`src/rtl/gly_pkg.sv`:
```
package gly_pkg;
   localparam int          GLY_MSG_W = 12;
   localparam int          GLY_CHK_W = 11;
   localparam logic [11:0] GLY_POLY  = 12'hAE3;

   typedef enum logic {
      GLY_PLAIN = 1'b0,
      GLY_EXT   = 1'b1
   } gly_mode_e;
endpackage

```
`src/rtl/gly_div_step.sv`:
```
// One step of GF(2) long division with the message fed in MSB first.
module gly_div_step #(
   parameter int                 CHK_W   = 11,
   parameter logic [CHK_W-1:0]   POLY_LO = 11'h2E3
) (
   input  logic [CHK_W-1:0] rem_i,
   input  logic             bit_i,
   output logic [CHK_W-1:0] rem_o
);
   logic fb;

   assign fb    = rem_i[CHK_W-1] ^ bit_i;
   assign rem_o = {rem_i[CHK_W-2:0], 1'b0} ^ (fb ? POLY_LO : '0);
endmodule

```
`src/rtl/gly_remainder.sv`:
```
// Unrolled chain of division steps: remainder of msg * x^CHK_W mod POLY.
module gly_remainder #(
   parameter int               MSG_W = 12,
   parameter int               CHK_W = 11,
   parameter logic [CHK_W:0]   POLY  = 12'hAE3
) (
   input  logic [MSG_W-1:0] msg_i,
   output logic [CHK_W-1:0] rem_o
);
   localparam logic [CHK_W-1:0] POLY_LO = POLY[CHK_W-1:0];

   if (POLY[CHK_W] != 1'b1) begin : g_bad_top
      $error("gly_remainder: divisor must have its top term set");
   end
   if (POLY[0] != 1'b1) begin : g_bad_low
      $error("gly_remainder: divisor must have a constant term");
   end
   if (CHK_W < 2) begin : g_bad_w
      $error("gly_remainder: check width must be at least 2");
   end

   logic [MSG_W:0][CHK_W-1:0] chain;

   assign chain[0] = '0;

   for (genvar s = 0; s < MSG_W; s++) begin : g_step
      gly_div_step #(
         .CHK_W   (CHK_W),
         .POLY_LO (POLY_LO)
      ) u_step (
         .rem_i (chain[s]),
         .bit_i (msg_i[MSG_W-1-s]),
         .rem_o (chain[s+1])
      );
   end

   assign rem_o = chain[MSG_W];
endmodule

```
`src/rtl/gly_parity.sv`:
```
// Balanced XOR tree stored as a heap: node k has children 2k+1 and 2k+2.
module gly_parity #(
   parameter int W = 23
) (
   input  logic [W-1:0] d_i,
   output logic         par_o
);
   localparam int LVL = (W > 1) ? $clog2(W) : 0;
   localparam int NP  = 1 << LVL;
   localparam int NN  = 2 * NP - 1;

   if (W < 1) begin : g_bad_w
      $error("gly_parity: width must be positive");
   end

   logic [NN-1:0] node;

   for (genvar i = 0; i < NP; i++) begin : g_leaf
      if (i < W) begin : g_live
         assign node[NP-1+i] = d_i[i];
      end else begin : g_pad
         assign node[NP-1+i] = 1'b0;
      end
   end

   for (genvar k = 0; k < NP - 1; k++) begin : g_inner
      assign node[k] = node[2*k+1] ^ node[2*k+2];
   end

   assign par_o = node[0];
endmodule

```
`src/rtl/gly_encoder.sv`:
```
module gly_encoder
   import gly_pkg::*;
#(
   parameter int                        MSG_W  = GLY_MSG_W,
   parameter int                        CHK_W  = GLY_CHK_W,
   parameter logic [GLY_CHK_W:0]        POLY   = GLY_POLY,
   parameter bit                        EXT_EN = 1'b1
) (
   input  logic                     clk,
   input  logic                     rst,
   input  logic                     in_stb,
   input  logic [MSG_W-1:0]         in_msg,
   input  logic                     in_ext,
   output logic                     out_vld,
   output logic [MSG_W+CHK_W:0]     out_word
);
   localparam int CW_W  = MSG_W + CHK_W;
   localparam int OUT_W = CW_W + 1;

   if (CHK_W != GLY_CHK_W) begin : g_bad_chk
      $error("gly_encoder: divisor constant sized for a different check width");
   end

   logic [CHK_W-1:0] rem;
   logic [CW_W-1:0]  cw;
   logic             par;
   logic             top_bit;
   gly_mode_e        mode;

   gly_remainder #(
      .MSG_W (MSG_W),
      .CHK_W (CHK_W),
      .POLY  (POLY)
   ) u_rem (
      .msg_i (in_msg),
      .rem_o (rem)
   );

   assign cw = {in_msg, rem};

   if (EXT_EN) begin : g_ext
      gly_parity #(.W(CW_W)) u_par (
         .d_i   (cw),
         .par_o (par)
      );
   end else begin : g_noext
      assign par = 1'b0;
   end

   assign mode    = gly_mode_e'(in_ext);
   assign top_bit = (mode == GLY_EXT) ? par : 1'b0;

   always_ff @(posedge clk) begin
      if (rst) begin
         out_word <= '0;
         out_vld  <= 1'b0;
      end else begin
         out_vld <= in_stb;
         if (in_stb) begin
            out_word <= {top_bit, cw};
         end
      end
   end


   reset_clear_chk: assert property (@(posedge clk)
      rst |=> (!out_vld && out_word == '0));


   vld_rise_chk: assert property (@(posedge clk) disable iff (rst)
      in_stb |=> out_vld);


   vld_idle_chk: assert property (@(posedge clk) disable iff (rst)
      !in_stb |=> !out_vld);


   data_pass_chk: assert property (@(posedge clk) disable iff (rst)
      in_stb |=> out_word[CW_W-1:CHK_W] == $past(in_msg));


   even_weight_chk: assert property (@(posedge clk) disable iff (rst)
      (in_stb && in_ext && EXT_EN) |=> ((^out_word) == 1'b0));


   plain_top_zero_chk: assert property (@(posedge clk) disable iff (rst)
      (in_stb && !in_ext) |=> (out_word[OUT_W-1] == 1'b0));


   hold_word_chk: assert property (@(posedge clk) disable iff (rst)
      !in_stb |=> $stable(out_word));
endmodule

```
`config.mk`:
```
export PLATFORM = sky130hd
export DESIGN_NAME = gly_encoder
export DESIGN_NICKNAME = d
export VERILOG_FILES = /design/src/rtl/gly_pkg.sv /design/src/rtl/gly_div_step.sv /design/src/rtl/gly_remainder.sv /design/src/rtl/gly_parity.sv /design/src/rtl/gly_encoder.sv
export SDC_FILE = /design/constraint.sdc
export NUM_CORES = 1
export LEC_CHECK = 0
export BUFFER_PORTS_ARGS = -buffer_cell sky130_fd_sc_hd__clkbuf_2
export CORE_MARGIN = 1
export CORE_UTILIZATION = 50
export DETAILED_ROUTE_END_ITERATION = 10
export PLACE_DENSITY = 0.78
export SLEW_MARGIN = 40
export SYNTH_ARGS = -nofsm -noshare
export SYNTH_HDL_FRONTEND = slang
export SYNTH_SLANG_ARGS = --single-unit
```
`constraint.sdc`:
```
create_clock -name clk -period 3.15 [get_ports clk]
set_clock_uncertainty 0.1 [all_clocks]
set_input_delay 0.4725 -clock clk [delete_from_list [all_inputs] [get_ports clk]]
set_output_delay 0.4725 -clock clk [all_outputs]
set_load 0.01 [all_outputs]
```
; ---- Yosys cells after proc, flatten, opt, wreduce, memory -nomap -nowiden
; Index checks and enable logic that the tools add are counted.
[op_classes]
mux = 13
n_bitwise = 44
[op_table]
columns = op, n
row1 = $xor A11 B10 Y11, 11
row2 = $mux W10, 12
row3 = $xor A1 B1 Y1, 32
row4 = $mux W1, 1
row5 = $xor A1 B1 Y1 const A, 1
[word_totals]
ff_bits = 25
inputBits = 16
out_inout_bits = 25

; ---- Longest topological paths before layout
[logic_depth]
ltp_word = 39
mapped_depth = 6
ltp_nobuf = 5

; ---- Hierarchy
; A second synthesis with hierarchy kept.
[hier_totals]
cells_unflattened = 259
area_unflattened_um2 = 3245.6
[by_module_without_submodules]
columns = mod, instances, cells_per_inst, area_each_um2
row1 = gly_div_step, 12, 13, 177.7
row2 = gly_encoder, 1, 81, 912.1
row3 = gly_parity, 1, 21, 197.7
row4 = gly_remainder, 1, 1, 3.8

; ---- Worst setup path after synthesis
; No wires, ideal clock.
[synth_path]
kind = input -> register
startpoint = input port in_msg[9]
endpoint = register out_word[1]
setup_ns = 0.064
t_arrival_ns = 2.226
t_required_ns = 2.986
slack_ns = 0.760
stages = 6
cell_sequence = buf_4 xnor3_1 xnor2_2 xnor3_2 or4b_1 nand4_1
[synth_between]
elab_chain_len = 20
elab_cells_between_ends = 26
[synth_lines]
columns = element, line
row1 = "start, declared", gly_encoder.sv:12  ; input logic [MSG_W-1:0] in_msg,
row2 = $xor A1 B1 Y1 *, gly_div_step.sv:12  ; assign fb = rem_i[CHK_W-1] ^ bit_i;
row3 = $mux W10 *, gly_div_step.sv:13  ; assign rem_o = {rem_i[CHK_W-2:0], 1'b0} ^ (fb ? POLY_LO : '0);
row4 = $xor A11 B10 Y11 * (2 in a row), gly_div_step.sv:13
row5 = $xor A1 B1 Y1, gly_div_step.sv:12
row6 = $mux W10, gly_div_step.sv:13
row7 = $xor A11 B10 Y11 * (2 in a row), gly_div_step.sv:13
row8 = $xor A1 B1 Y1, gly_div_step.sv:12
row9 = $mux W10, gly_div_step.sv:13
row10 = $xor A11 B10 Y11 * (2 in a row), gly_div_step.sv:13
row11 = $xor A1 B1 Y1, gly_div_step.sv:12
row12 = $mux W10, gly_div_step.sv:13
row13 = $xor A11 B10 Y11 * (2 in a row), gly_div_step.sv:13
row14 = $xor A1 B1 Y1, gly_div_step.sv:12
row15 = $mux W10, gly_div_step.sv:13
row16 = $xor A11 B10 Y11 * (2 in a row), gly_div_step.sv:13
row17 = "end signal, assigned", gly_encoder.sv:60  ; out_word <= {top_bit, cw};
row18 = "end, declared", gly_encoder.sv:15  ; output logic [MSG_W+CHK_W:0] out_word
; Every way passes the cells marked *; elsewhere a longest branch is shown, timed or not.
; A chain may end at the register's enable or synchronous reset.

; ---- Final worst setup path
[layout_path]
startpoint = input port in_msg[8]
endpoint = register out_word[1]
[layout_between]
elab_chain_len = 19
elab_cells_between_ends = 23
[layout_lines]
columns = element, line
row1 = $xor A1 B1 Y1 *, gly_div_step.sv:12
row2 = $mux W10 *, gly_div_step.sv:13
row3 = $xor A11 B10 Y11 * (2 in a row), gly_div_step.sv:13
row4 = $xor A1 B1 Y1, gly_div_step.sv:12
row5 = $mux W10, gly_div_step.sv:13
row6 = $xor A11 B10 Y11 * (2 in a row), gly_div_step.sv:13
row7 = $xor A1 B1 Y1, gly_div_step.sv:12
row8 = $mux W10, gly_div_step.sv:13
row9 = $xor A11 B10 Y11 * (2 in a row), gly_div_step.sv:13
row10 = $xor A1 B1 Y1, gly_div_step.sv:12
row11 = $mux W10, gly_div_step.sv:13
row12 = $xor A11 B10 Y11 * (2 in a row), gly_div_step.sv:13
row13 = $xor A1 B1 Y1, gly_div_step.sv:12
row14 = $mux W10, gly_div_step.sv:13
row15 = $xor A11 B10 Y11 *, gly_div_step.sv:13
; Marks and branches as above.

==> impl_metrics.toml <==
[placement]
dpl_worst_slack_ns = 0.5960
hpwl_um = 1940
dp_cells = 190
portBuffers = 40
dpl-instance-area_mm2 = 0.001590
gp_congestion = 0.7469

[timing]
fin_crit_ns = 2.230
tns_ns = 0
fin_crit_sh = 0.7081
layout_setup_ws_ns = 0.9196
rsz0062_at_grt = "no"
hold_viol_final = 0
worst_slew_pin_slew_ns = 0.7147
finalSetupViolCount = 0
fmax_ghz = 0.4483
drv_slew = 0
worst_slew_margin_rel = 0.5235

[worst_setup_path]
required_ns = 3.31
r2r_setup_slack_ns = 2.11
r2r_start = "out_word[1]$_SDFFE_PP0P_"
path_buf_inv = 1
cp_top_family = "XOR/XNOR gates"
cp_slowest_cell = "or4b_1"
startpoint = "in_msg[8]"
crit_path_start_kind = "input port"
reg2reg_depth = 2
crit_type = "in -> reg"
crit_chain = "clkbuf_2 -> xnor2_1 -> xnor2_4 -> xnor3_2 -> or4b_1 -> nand4_1"
worstSetupEndpoint = "out_word[1]$_SDFFE_PP0P_"
r2r_end = "out_word[1]$_SDFFE_PP0P_"
crit_cells = 6
cp.arrival_ns = 2.39
worstSetupEndpointType = "register"
cp_max_fo = 6
critPathMaxStageDelay_ns = 0.52

[global_route]
grt_pass1_wl_um = 3967
overflow = 0
antenna_found_initial = 0
grt_max_degree = 26
grt_pass1_vias = 930
grtUsageTotal = 0.1886

[flow_run]
drv_cap = 0

[clock_tree]
cts_buffers = 3
h-tree-depth = 1
clock_sinks = 25
clockBufferDepth = 2
tritoncts = "done"
clk_latency_ns = 0.31
clk_pin_slew_ns = 0.13
cts_hold_buf = 0
root_buffer = "clkbuf_4"
postCtsSetupRepairBufs = 0
post_cts_resized = 0

[power_and_ir_drop]
leakagePower_nw = 0.7890
ir_drop_mv = 0.4264
swShare = 0.3296
powerDensity_mw_per_mm2 = 585.0
combPwrFrac = 0.439
p_seq_frac = 0.412
intPower_mw = 0.6340
pwr-share-clk = 0.149
power_switching_mw = 0.3117

[final_layout]
layout_commonest_cell = "clkbuf_2"
n_antenna_cell = 0
final_cell_mix = "40 x clkbuf_2, 25 x dfxtp_1, 21 x xnor2_1"
drive_above_1_share = 0.2927
area_growth_pct = 16.92
fin_cells = 194
fin_area_mm2 = 0.001617
nNetsFinal = 181
utilization = 0.6352

[synth]
synth-compound-area-share = 0.01991
synth_xor_area_frac = 0.3376
synth_cell_types = 24
synth_seq_area_share = 0.3620
synth_area_mm2 = 0.001383
synth_nets = 143
ys_warn_count = 0
synth_simple_gate_area_frac = 0.1059
muxShareOfSynthArea = 0.1448
synth_top_family_by_area = "XOR/XNOR gates"
ys_seq_elements = 25
synthCells = 127
synthAdderAreaFrac = 0
postSynthAreaPerCell_um2 = 10.89

[routing]
via_count = 968
first_pass_iters = 4
vias_per_cell = 4.990
routed_wl_um = 2509
postRouteAntennaNets = 0
wl_per_cell_um = 12.93
drt_iter0_markers = 21
drc = 0

[die]
die_h_um = 54.59
core_area_mm2 = 0.002545
fp.dieW_um = 54.59
dieArea_mm2 = 0.002980
initial_core_util = 0.5433
num_rows = 18
pin_count = 41

[worst_hold_path]
worstHoldPathType = "in -> reg"

[status]
outcome = "finished clean"
[cell type report]
| class | count | area [µm²] |
|---|---|---|
| fillers | 208 | 928.4 |
| well taps | 30 | 37.54 |
| inverters | 3 | 11.26 |
| repair buffers | 40 | 200.2 |
| clock buffers | 4 | 26.28 |
| multi-input cells | 92 | 840.8 |
| flip-flops and latches | 25 | 500.5 |
[how the worst min path moves through the flow]
stage / start / endpoint / slack [ns] / cells past startpoint
floorplan: out_word[23]$_SDFFE_PP0P_ / out_word[23]$_SDFFE_PP0P_ / 0.39 / 2
finish: in_ext / out_word[23]$_SDFFE_PP0P_ / 0.28 / 3
global placement: out_word[23]$_SDFFE_PP0P_ / out_word[23]$_SDFFE_PP0P_ / 0.36 / 2
global route: in_ext / out_word[23]$_SDFFE_PP0P_ / 0.27 / 3
detailed placement: out_word[23]$_SDFFE_PP0P_ / out_word[23]$_SDFFE_PP0P_ / 0.37 / 2
CTS: in_ext / out_word[23]$_SDFFE_PP0P_ / 0.27 / 3
[power by group through the flow]
stage                     logic (mW)  clock network (mW)  registers [mW]
after global routing           0.454               0.158           0.394
after floorplan                0.294                   0           0.418
after detailed placement       0.419                   0           0.396
after global placement         0.413                   0           0.394
after CTS                      0.421               0.146           0.389
final                          0.415               0.141           0.389
[per-stage QoR]
step,power [mW],hold WS [ns]
finish,0.9457,0.2781
floorplan,0.7117,0.3944
global route,1.006,0.2683
CTS,0.9559,0.2714
detailed placement,0.8148,0.3670
global placement,0.8077,0.3643
[synth_stat cells]
library cell	n	area [µm²]
xnor2_1	21	183.9
inv_1	3	11.26
xor2_1	7	61.31
dfxtp_1	25	500.5
nand2_1	1	3.750
xnor2_4	1	27.53
or3b_2	1	8.760
mux2i_1	20	200.2
clkbuf_1	4	15.01
xnor3_1	4	90.09
or4b_1	1	10.01
nor2b_1	1	6.260
nand2b_1	4	25.02
xnor2_2	2	32.53
buf_4	1	7.510
xor3_1	2	47.55
nor2_1	18	67.56
nor3b_1	1	7.510
o22ai_1	3	18.77
nand4_1	2	12.51
xnor3_2	1	23.77
o32ai_1	1	8.760
buf_1	2	7.510
nor3_1	1	5.000
[worst register-to-register path, cell delays in order (launching register included)]
cell and delay, ns:
dfxtp_1 0.35, or3b_2 0.44, nand4_1 0.10
[registers in the layout, indices dropped and copies added (netlist names)]
signal / flops
out_vld: 1
out_word: 24
[cell families (layout without fill, tap and decap cells)]
group	after synthesis	after routing
AOI/OAI and AO/OA	4	4
xor gates and xnor gates	38	38
muxes	20	20
buffers and inverters	10	47
and+or+nand+nor	30	30
DFF	25	25
[per-layer routing]
layer / share of wire / vias to the layer above / track usage
met5: 0 / - / 0
met4: 0.013 / 0 / 0.06410
met3: 0.042 / 5 / 0.04167
met2: 0.47 / 25 / 0.3193
met1: 0.47 / 446 / 0.2333
li1: - / 492 / -
No activity file was read; power rests on OpenSTA's default activity.
